==> src/rtl/boot_map_pkg.sv <==
package boot_map_pkg;

  // Upper-map decode constants (24-bit bus)
  localparam logic [3:0]  NIB_SERIAL_A = 4'h9;
  localparam logic [3:0]  NIB_SERIAL_B = 4'hB;
  localparam logic [3:0]  NIB_DISK     = 4'hD;
  localparam logic [4:0]  HALF_VIA     = 5'h1D;  // 0xE80000 >> 19
  localparam logic [4:0]  HALF_PHASE   = 5'h1E;  // 0xF00000 >> 19
  localparam logic [19:0] PROBE_TAG    = 20'hF8000;

  // Keep the low aw bits of an address: offset modulo a power-of-two size
  function automatic logic [31:0] fold_addr(input logic [31:0] a, input int unsigned aw);
    return a & ((32'd1 << aw) - 32'd1);
  endfunction

  // Register index field of a device access
  function automatic logic [31:0] reg_field(input logic [31:0] a, input int unsigned lsb,
                                            input int unsigned w);
    return (a >> lsb) & ((32'd1 << w) - 32'd1);
  endfunction

endpackage

==> src/rtl/boot_overlay_reg.sv <==
module boot_overlay_reg #(
  parameter int PORT_W  = 8,
  parameter int OVL_BIT = 4
) (
  input  logic              clk,
  input  logic              rst_n,
  input  logic              wr,
  input  logic [PORT_W-1:0] data,
  output logic              overlay
);

  // Port output resets to all ones, so the overlay starts in startup layout
  always_ff @(posedge clk) begin
    if (!rst_n)
      overlay <= 1'b1;
    else if (wr)
      overlay <= data[OVL_BIT];
  end

endmodule

==> src/rtl/boot_lower_map.sv <==
module boot_lower_map
  import boot_map_pkg::*;
#(
  parameter int ADDR_W = 24,
  parameter int RAM_AW = 19,
  parameter int ROM_AW = 17,
  parameter int MEM_AW = 19
) (
  input  logic [ADDR_W-1:0] addr,
  input  logic              overlay,
  output logic              hit,
  output logic              is_ram,
  output logic              is_rom,
  output logic [MEM_AW-1:0] off
);

  logic [1:0] quarter;  // which 2 MB slice of the lower 8 MB
  assign quarter = addr[ADDR_W-2 -: 2];

  always_comb begin
    hit = ~addr[ADDR_W-1];
    if (overlay)
      is_ram = hit & (quarter == 2'b11);
    else
      is_ram = hit & ~quarter[1];
    is_rom = hit & ~is_ram;
    if (is_ram)
      off = MEM_AW'(fold_addr(32'(addr), RAM_AW));
    else if (is_rom)
      off = MEM_AW'(fold_addr(32'(addr), ROM_AW));
    else
      off = '0;
  end

endmodule

==> src/rtl/boot_io_map.sv <==
module boot_io_map
  import boot_map_pkg::*;
#(
  parameter int ADDR_W  = 24,
  parameter int REG_LSB = 9,
  parameter int REG_W   = 4
) (
  input  logic [ADDR_W-1:0] addr,
  output logic              is_serial,
  output logic              is_disk,
  output logic              is_via,
  output logic              is_phase,
  output logic              is_probe,
  output logic [REG_W-1:0]  reg_idx
);

  logic [3:0] nib;
  logic [4:0] half;
  assign nib  = addr[ADDR_W-1 -: 4];
  assign half = addr[ADDR_W-1 -: 5];

  always_comb begin
    is_serial = (nib == NIB_SERIAL_A) | (nib == NIB_SERIAL_B);
    is_disk   = (nib == NIB_DISK);
    is_via    = (half == HALF_VIA);
    is_phase  = (half == HALF_PHASE);
    is_probe  = (addr[ADDR_W-1:4] == PROBE_TAG);
    reg_idx   = REG_W'(reg_field(32'(addr), REG_LSB, REG_W));
  end

endmodule

==> src/rtl/boot_map_decoder.sv <==
module boot_map_decoder #(
  parameter int ADDR_W  = 24,
  parameter int RAM_AW  = 19,
  parameter int ROM_AW  = 17,
  parameter int PORT_W  = 8,
  parameter int OVL_BIT = 4,
  parameter int REG_LSB = 9,
  parameter int REG_W   = 4
) (
  input  logic              clk,
  input  logic              rst_n,
  input  logic              acc_valid,
  input  logic              acc_we,
  input  logic [ADDR_W-1:0] acc_addr,
  input  logic              ovl_wr,
  input  logic [PORT_W-1:0] ovl_data,
  output logic              sel_ram,
  output logic              sel_rom,
  output logic              sel_serial,
  output logic              sel_disk,
  output logic              sel_via,
  output logic              sel_phase,
  output logic              sel_probe,
  output logic              bus_err,
  output logic [18:0]       mem_off,
  output logic [REG_W-1:0]  dev_reg,
  output logic              overlay
);

  localparam int MEM_AW = (RAM_AW > ROM_AW) ? RAM_AW : ROM_AW;

  logic              lm_hit, lm_ram, lm_rom;
  logic [MEM_AW-1:0] lm_off;
  logic              io_serial, io_disk, io_via, io_phase, io_probe;
  logic [REG_W-1:0]  io_reg;

  // Named internal events
  logic hit_dev;       // one of the three register-mapped devices
  logic probe_wr_err;  // write into the read-only probe window
  logic accepted;      // address is served by something

  boot_overlay_reg #(.PORT_W(PORT_W), .OVL_BIT(OVL_BIT)) i_ovl (
    .clk(clk), .rst_n(rst_n), .wr(ovl_wr), .data(ovl_data), .overlay(overlay)
  );

  boot_lower_map #(.ADDR_W(ADDR_W), .RAM_AW(RAM_AW), .ROM_AW(ROM_AW), .MEM_AW(MEM_AW)) i_lower (
    .addr(acc_addr), .overlay(overlay), .hit(lm_hit), .is_ram(lm_ram),
    .is_rom(lm_rom), .off(lm_off)
  );

  boot_io_map #(.ADDR_W(ADDR_W), .REG_LSB(REG_LSB), .REG_W(REG_W)) i_io (
    .addr(acc_addr), .is_serial(io_serial), .is_disk(io_disk), .is_via(io_via),
    .is_phase(io_phase), .is_probe(io_probe), .reg_idx(io_reg)
  );

  always_comb begin
    hit_dev      = io_serial | io_disk | io_via;
    probe_wr_err = io_probe & acc_we;
    accepted     = lm_hit | hit_dev | io_phase | (io_probe & ~acc_we);

    sel_ram    = acc_valid & lm_ram;
    sel_rom    = acc_valid & lm_rom;
    sel_serial = acc_valid & io_serial;
    sel_disk   = acc_valid & io_disk;
    sel_via    = acc_valid & io_via;
    sel_phase  = acc_valid & io_phase;
    sel_probe  = acc_valid & io_probe & ~acc_we;
    bus_err    = acc_valid & ~accepted;

    mem_off = acc_valid ? 19'(lm_off) : '0;
    dev_reg = (acc_valid & hit_dev) ? io_reg : '0;
  end

endmodule

==> config.mk <==
export PLATFORM = sky130hd
export DESIGN_NAME = boot_map_decoder
export DESIGN_NICKNAME = d
export VERILOG_FILES = /design/src/rtl/boot_map_pkg.sv /design/src/rtl/boot_overlay_reg.sv /design/src/rtl/boot_lower_map.sv /design/src/rtl/boot_io_map.sv /design/src/rtl/boot_map_decoder.sv
export SDC_FILE = /design/constraint.sdc
export NUM_CORES = 1
export LEC_CHECK = 0
export ABC_AREA = 1
export CAP_MARGIN = 15
export CORE_AREA = 10 10 50 52
export CTS_CLUSTER_DIAMETER = 60
export DETAILED_ROUTE_END_ITERATION = 8
export DIE_AREA = 0 0 60 62
export DONT_BUFFER_PORTS = 1
export GPL_TIMING_DRIVEN = 0
export HOLD_SLACK_MARGIN = 0.05
export PLACE_DENSITY_LB_ADDON = 0.1
export SYNTH_ARGS = -nofsm -noshare
export SYNTH_HDL_FRONTEND = slang
export SYNTH_SLANG_ARGS = --single-unit
==> constraint.sdc <==
create_clock -name clk -period 0.8 [get_ports clk]
set_input_delay 0.08 -clock clk [delete_from_list [all_inputs] [get_ports clk]]
set_output_delay 0.08 -clock clk [all_outputs]
set_load 0.005 [all_outputs]
==> impl_metrics.toml, run 1 <==
[run_status]
status = "finished, violations left"
violations = "negative setup slack"

[global_routing]
grt_usage_pct = 9.66
grtUsageMet3_pct = 5.08
grt_pass1_vias = 678
antenna_found_initial = 0
use_met2_pct = 16.9
grt-ovfl-total = 0
grt_busiest_layer = "met2"
grt_max_degree = 6
grt_pass1_wl_um = 3030
met1_usage_pct = 10.8

[placed_design]
io_buffers = 0
gp_congestion = 0.695
hpwl_um = 1640
post-place-ws_ns = -0.0750

[timing]
worstMarginPinSlew_ns = 0.385
fin_crit_ns = 0.846
drv_slew = 0
rsz0062_at_grt = "yes"
max_freq_ghz = 1.18
final-hold-violation-count = 0
fin_ws_ns = -0.0462
max_slew_margin_pct = 74.1
layout_worst_path_cycle_share_pct = 106
finalClockSkew_ns = 0
finalSetupViolations = 2

[setup_path]
ff2ff_path_depth = 2
crit_fanout = 5
cp-start-kind = "input pin"
crit_required_ns = 0.72
critical_path.endpoint_type = "output pin"
cp_data_arrival_time_ns = 0.77
criticalPathCategory = "input pin to output pin"

[cells_and_area]
largest_reg_flops = 1
top_register = "i_ovl.overlay"
final_nets = 158
syn_to_final_growth_pct = 48.8
fillerInstances = 197
n_antenna_cell = 0
drive_gt1_share_pct = 36.1
reg_top3 = "i_ovl.overlay x1"

[routing]
routed_wirelength_um = 1990
via_per_inst = 4.74
wire_per_inst_um = 14.6
drtIter0Drc = 9
drc = 0
ant_nets = 0
dr.pass1.iters = 4
num_vias = 644

[hold_path]
hold_class = "input pin to flop"
hold_depth = 1

[power_and_ir_drop]
p_leak_nw = 0.391
power_mw = 0.364
ir_worst_vdd_mv = 0.327
p_clk_share_pct = 0
p_sw_mw = 0.186
combPwrFrac_pct = 83.0
p_sw_share_pct = 51.0
power.density_nw_per_um2 = 478
seq_power_share_pct = 17.0
intPower_mw = 0.178

[yosys]
yosysWarnings = 0
synth.top_cell.area_share_pct = 27.1
yosysUniqueCellTypes = 14
syn_area_um2 = 513
synth-seq-cells = 1
synth.area.top_cells = "nor2_1 (27%), inv_1 (20%), nand2_1 (18%), nor2_2 (12%), buf_6 (4.4%)"
synth_fp_nets = 152
synth.avg_cell_area_um2 = 4.46
ys_seq_area_share_pct = 3.90
synth_top_area_cell = "nor2_1"
syn-instance-count = 115

[floorplanning]
die_area_um2 = 3720
io_pins = 69
start_util_pct = 31.8
rows = 15
fp.dieH_um = 62
dieWidth_um = 60
core-area_um2 = 1610

[clock_tree]
insertion_delay_ns = 0
clk_pin_slew_ns = 0

[run]
cap_violations = 0
-- power groups by stage --
stage               combinational (mW)  sequential, mW  clock (mW)
CTS                              0.257          0.0603           0
global placement                 0.190          0.0596           0
global route                     0.338          0.0627           0
detailed placement               0.194          0.0596           0
floorplan                        0.163          0.0583           0
finish                           0.303          0.0618           0
-- cell usage in the layout, fill, tap and decap left out --
cell      count
nand2_1      18
nor3_2        1
or2_4         1
nor3_1        1
o21ai_4       1
nand2_2       5
nand2_4       1
inv_16        1
nor2_2        9
inv_1        28
buf_8         1
buf_16        1
buf_4         3
dfxtp_2       1
nand3_1       4
o211ai_1      1
nor4_1        1
buf_12        1
nor2_1       23
nor2_4       16
inv_2         1
-- worst max-delay path: stages --
cell,delay (ns)
inv_16,0.02
or2_4,0.24
buf_8,0.14
nor2_4,0.12
inv_2,0.07
nor2_4,0.09
-- final timing paths --
check / startpoint / slack (ns) / endpoint
max: acc_valid / -0.05 / mem_off[18]
min: rst_n / 0.18 / i_ovl.overlay
max reg2reg: i_ovl.overlay / 0.14 / i_ovl.overlay
min reg2reg: i_ovl.overlay / 0.52 / i_ovl.overlay
-- per-layer routing --
metal,part of all wire (%),vias up,wire length (um)
li1,-,332,-
met1,34,277,677
met2,49,35,973
met3,17,0,336
met4,0,0,0
met5,0,-,0
-- cells in the mapped netlist --
cell      number
nor2_2        10
nand3_1        4
or2_1          1
nor2_1        37
buf_6          2
dfxtp_1        1
nor3_1         2
inv_2          2
nor2_4         1
nor4_1         1
nand2_1       24
inv_1         28
o21ai_1        1
o211ai_1       1
-- area by class of cell --
type                       instances  area (um2)  area share, %
tap                               17        21.3           2.79
timing repair buffer               4        50.0           6.56
multi-input combinational         82         507           66.4
inverter                          30         129           16.9
sequential                         1        21.3           2.79
buffer                             2        35.0           4.59
-- stage by stage --
step	std cells	setup TNS [ns]	hold slack (ns)	util, %	instance area (um2)
6_report	136	-0.0857	0.183	47.3	763
5_1_grt	136	-0.279	0.207	47.3	763
4_1_cts	137	-0.217	0.186	40.9	661
3_5_place_dp	132	-0.588	0.184	33.3	538
3_3_place_gp	132	-0.424	0.183	33.3	538
2_1_floorplan	115	0	0.179	-	517
-- cells by family (layout without fill, tap and decap cells) --
logic type,count (synthesis),count (layout),synth area share [%]
DFF,1,1,3.90
AOI/OAI and AO/OA,2,2,2.44
and+or+nand+nor,80,80,67.3
buffers and inverters,32,36,26.3
-- repair_timing --
item,CTS,global route
pin swaps,3,4
gates resized for setup,24,25
gates cloned,2,0
setup buffers,3,0
hold buffers,0,0
endpoints found under the setup margin,17,26
No activity file was read; power rests on OpenSTA's default activity.
==> inputs of run 2 (changes only) <==
Settings changed: CELL_PAD_IN_SITES_DETAIL_PLACEMENT from default to 2, CELL_PAD_IN_SITES_GLOBAL_PLACEMENT from default to 2, CORE_AREA 10 10 50 52 to 10 10 63 65, DIE_AREA 0 0 60 62 to 0 0 73 75.
==> impl_metrics.toml, run 2 (synthesis results as in run 1) <==
[floorplanning]
start_util_pct = 18.9
fp.dieH_um = 75
io_pins = 69
rows = 19
core-area_um2 = 2710
die_area_um2 = 5480
dieWidth_um = 73

[cells_and_area]
multi_input_area_um2 = 531
fillerInstances = 345
reg_top3 = "i_ovl.overlay x1"
syn_to_final_growth_pct = 61.0
drive_gt1_share_pct = 40.5
fin_area_um2 = 826
layout_commonest_cell = "inv_1"
n_antenna_cell = 0
largest_reg_flops = 1
register_area_um2 = 23.8
post-route-util_pct = 30.5
final_nets = 160
final_cell_mix = "inv_1 (26), nor2_1 (22), nand2_1 (18)"
stdcell_count = 152
top_register = "i_ovl.overlay"

[global_routing]
grt_usage_pct = 8.32
grt-ovfl-total = 0
grt_pass1_wl_um = 3850
grt_max_degree = 7
antenna_found_initial = 0
grt_pass1_vias = 758

[setup_path]
critical-path-top-delay-family = "simple AND/OR/NAND/NOR gates"
rrSetupSlack_ns = 0.15
crit_fanout = 6
critical_path.endpoint_type = "output pin"
r2r_start = "i_ovl.overlay"
criticalPathCategory = "input pin to output pin"
cp_slowest_cell = "or2_4"
critPathBufInv = 3
cp-start-kind = "input pin"
startpoint = "acc_valid"
r2r-end = "i_ovl.overlay"
cp_data_arrival_time_ns = 0.78
slowest_delay_ns = 0.25
cp_cell_sequence = "inv_16, or2_4, buf_8, nor2_4, inv_2, nor2_4"
cp.depth = 6
ff2ff_path_depth = 2
crit_top_cell = "nor2_4"
crit_required_ns = 0.72
cp-endpoint = "mem_off[17]"

[timing]
fin_ws_ns = -0.0622
layout_worst_path_cycle_share_pct = 108
worstMarginPinSlew_ns = 0.312
fin_crit_ns = 0.862
drv_slew = 0
max_freq_ghz = 1.16
finalSetupViolations = 4
finalClockSkew_ns = 0
max_slew_margin_pct = 79.0
final-hold-violation-count = 0
rsz0062_at_grt = "yes"

[routing]
via_per_inst = 4.43
ant_nets = 0
drc = 0
drtIter0Drc = 23
routed_wirelength_um = 2560
dr.pass1.iters = 2
num_vias = 674
wire_per_inst_um = 16.8

[power_and_ir_drop]
ir_worst_vdd_mv = 0.339
p_leak_nw = 0.404
power.density_nw_per_um2 = 468

[placed_design]
post-place-ws_ns = -0.128
gp_congestion = 0.668
dp.cells = 146
place_area_um2 = 556
hpwl_um = 2230
io_buffers = 0

[clock_tree]
insertion_delay_ns = 0
holdBufCountCts = 0

[run_status]
violations = "negative setup slack"
status = "finished, violations left"

[run]
cap_violations = 0

[hold_path]
hold_class = "input pin to output pin"
==> run 2: cell count changes in the layout (fill, tap and decap cells not counted), sizes merged <==
cell      delta
clkinvlp     +1
inv          -1
buf          +2
==> run 2: per-layer routing <==
metal | routed length, um | vias up | global-route usage (%)
met3 | 356 | 0 | 4.34
met4 | 0 | 0 | 0
li1 | - | 337 | -
met5 | 0 | - | 0
met2 | 1370 | 31 | 16.1
met1 | 836 | 306 | 8.09
==> run 2: power by group <==
part / internal, mW / switching [mW] / total [mW]
clock network: 0 / 0 / 0
registers: 0.0538 / 0.00658 / 0.0603
logic: 0.134 / 0.192 / 0.326
total: 0.188 / 0.199 / 0.387
==> run 2: timing repair <==
| action | CTS | global route |
|---|---|---|
| setup endpoints to repair | 17 | 27 |
| resized for setup | 43 | 14 |
| pin swaps | 3 | 6 |
| setup buffers | 4 | 1 |
| gates cloned | 2 | 0 |
==> run 2: how the worst min path moves through the flow <==
stage,startpoint,end,slack [ns],depth (start not counted)
after floorplan,rst_n,i_ovl.overlay,0.18,1
after global placement,rst_n,i_ovl.overlay,0.18,1
after detailed placement,rst_n,i_ovl.overlay,0.19,1
after CTS,rst_n,i_ovl.overlay,0.20,1
after global routing,rst_n,i_ovl.overlay,0.20,1
final,acc_addr[21],sel_disk,0.19,1
==> run 2: cell type report <==
cell class                      count  share of cell area (%)
Inverter                           30                    16.1
Multi-Input combinational cell     82                    64.2
Timing Repair Buffer                6                    7.88
Tap cell                           31                    4.70
Buffer                              2                    4.24
Sequential cell                     1                    2.88
==> run 2: worst reg2reg max path, delay by kind of cell, from the launching register on <==
kind,cells,cell delay (ns)
AO/OA/AOI/OAI,1,0.15
flip-flops,1,0.36
buffers and inverters,1,0.05
==> run 2: stage by stage <==
step	total power, mW	hold WS, ns	setup TNS [ns]
global placement	0.256	0.179	-0.787
global route	0.425	0.203	-0.436
floorplan	0.221	0.179	0
detailed placement	0.266	0.194	-1.08
CTS	0.376	0.200	-0.323
finish	0.387	0.194	-0.128
==> inputs of run 3 (changes only) <==
Settings changed: CAP_MARGIN 15 to default, CELL_PAD_IN_SITES_DETAIL_PLACEMENT 2 to 1, SETUP_SLACK_MARGIN from default to 0.5.
==> impl_metrics.toml, run 3 (synthesis results as in run 1) <==
[cells_and_area]
drive_gt1_share_pct = 56.2
fillerInstances = 354
n_antenna_cell = 0
register_area_um2 = 21.3
reg_top3 = "i_ovl.overlay x1"
fin_area_um2 = 1000
top_register = "i_ovl.overlay"
post-route-util_pct = 36.9
layout_commonest_cell = "nor2_4"
final_nets = 160
final_cell_mix = "nor2_4 (27), inv_1 (20), nand2_1 (17)"
multi_input_area_um2 = 654
largest_reg_flops = 1
syn_to_final_growth_pct = 94.9

[power_and_ir_drop]
combPwrFrac_pct = 86.6
p_sw_share_pct = 50.1
power.density_nw_per_um2 = 447
seq_power_share_pct = 13.4
ir_worst_vdd_mv = 0.297
p_sw_mw = 0.224
p_clk_share_pct = 0
p_leak_nw = 0.433
intPower_mw = 0.223

[setup_path]
r2r_start = "i_ovl.overlay"
cp_cell_sequence = "inv_16, or2_4, buf_8, nor2_4, inv_2, nor2_4"
crit_top_cell = "nor2_4"
slowest_delay_ns = 0.22
critPathBufInv = 3
cp_data_arrival_time_ns = 0.76
crit_required_ns = 0.72
startpoint = "acc_valid"
criticalPathCategory = "input pin to output pin"
critical_path.endpoint_type = "output pin"
crit_fanout = 7
cp_slowest_cell = "or2_4"
cp-start-kind = "input pin"
critical-path-top-delay-family = "simple AND/OR/NAND/NOR gates"

[global_routing]
grt_pass1_wl_um = 3740
grt_max_degree = 8
grt_pass1_vias = 701
grt-ovfl-total = 0
grt_usage_pct = 8.19
antenna_found_initial = 0

[timing]
drv_slew = 0
finalSetupViolations = 6
max_slew_margin_pct = 84.6
max_freq_ghz = 1.19
finalClockSkew_ns = 0
fin_crit_ns = 0.841
hold_ws_ns = 0.182
final-hold-violation-count = 0
rsz0062_at_grt = "yes"
worstMarginPinSlew_ns = 0.230
fin_ws_ns = -0.0405
layout_worst_path_cycle_share_pct = 105

[routing]
drc = 0
dr.pass1.iters = 3
wire_per_inst_um = 16.1
via_per_inst = 4.39
ant_nets = 0
drtIter0Drc = 14
routed_wirelength_um = 2450
num_vias = 668

[floorplanning]
io_pins = 69
fp.dieH_um = 75
core-area_um2 = 2710
dieWidth_um = 73
start_util_pct = 18.9
rows = 19
die_area_um2 = 5480

[placed_design]
gp_congestion = 0.659
io_buffers = 0
place_area_um2 = 754
hpwl_um = 2130

[run_status]
violations = "negative setup slack"
status = "finished, violations left"

[run]
cap_violations = 0

[clock_tree]
holdBufCountCts = 0
insertion_delay_ns = 0

[hold_path]
hp-start = "acc_addr[22]"
hold_class = "input pin to output pin"
## run 3: changes by cell type in the layout (fill, tap and decap cells not counted), moves of 2 or more
cell | before | now
nor2_1 | 22 | 12
nor2_4 | 17 | 27
inv_1 | 26 | 20
inv_2 | 2 | 5
inv_12 | 0 | 2
nand2_8 | 0 | 2
nor3_4 | 0 | 2
## run 3: final timing paths
| path | to | slack [ns] | cells past startpoint |
|---|---|---|---|
| setup reg to reg | i_ovl.overlay | 0.18 | 2 |
| hold reg to reg | i_ovl.overlay | 0.50 | 2 |
| setup / recovery | mem_off[17] | -0.04 | 6 |
| hold / removal | sel_serial | 0.18 | 1 |
## run 3: what timing repair did
item	CTS	global route
gates cloned	1	0
hold endpoints to repair	0	0
resized for setup	34	17
endpoints found under the setup margin	33	33
pin swaps	10	12
buffers inserted	5	0
## run 3: power by group through the flow
stage                     registers (mW)  clock network [mW]  logic, mW
after floorplan                   0.0590                   0      0.246
final                             0.0599                   0      0.387
after global routing              0.0605                   0      0.426
after CTS                         0.0602                   0      0.375
after detailed placement          0.0602                   0      0.288
after global placement            0.0604                   0      0.280
## run 3: stage by stage
stage / power [mW] / TNS (ns) / std cells / setup WS (ns)
6_report: 0.447 / -0.131 / 152 / -0.0405
3_5_place_dp: 0.348 / -0.420 / 146 / -0.0610
5_1_grt: 0.486 / -0.458 / 152 / -0.0833
3_3_place_gp: 0.341 / -0.288 / 146 / -0.0504
4_1_cts: 0.435 / -0.170 / 152 / -0.0486
2_1_floorplan: 0.305 / 0 / 115 / 0.0194
## run 3: final cells by class
cell class              instances  area share (%)
multi-input cells              82            65.5
inverters                      30            17.3
repair buffers                  6            7.76
well taps                      31            3.88
plain buffers                   2            3.50
flip-flops and latches          1            2.13
## run 3: per-layer routing
layer | up-vias | part of all wire [%] | track usage [%]
li1 | 341 | - | -
met1 | 299 | 34 | 8.98
met2 | 28 | 53 | 14.4
met3 | 0 | 13 | 4.07
met4 | 0 | 0 | 0.633
met5 | - | 0 | 0
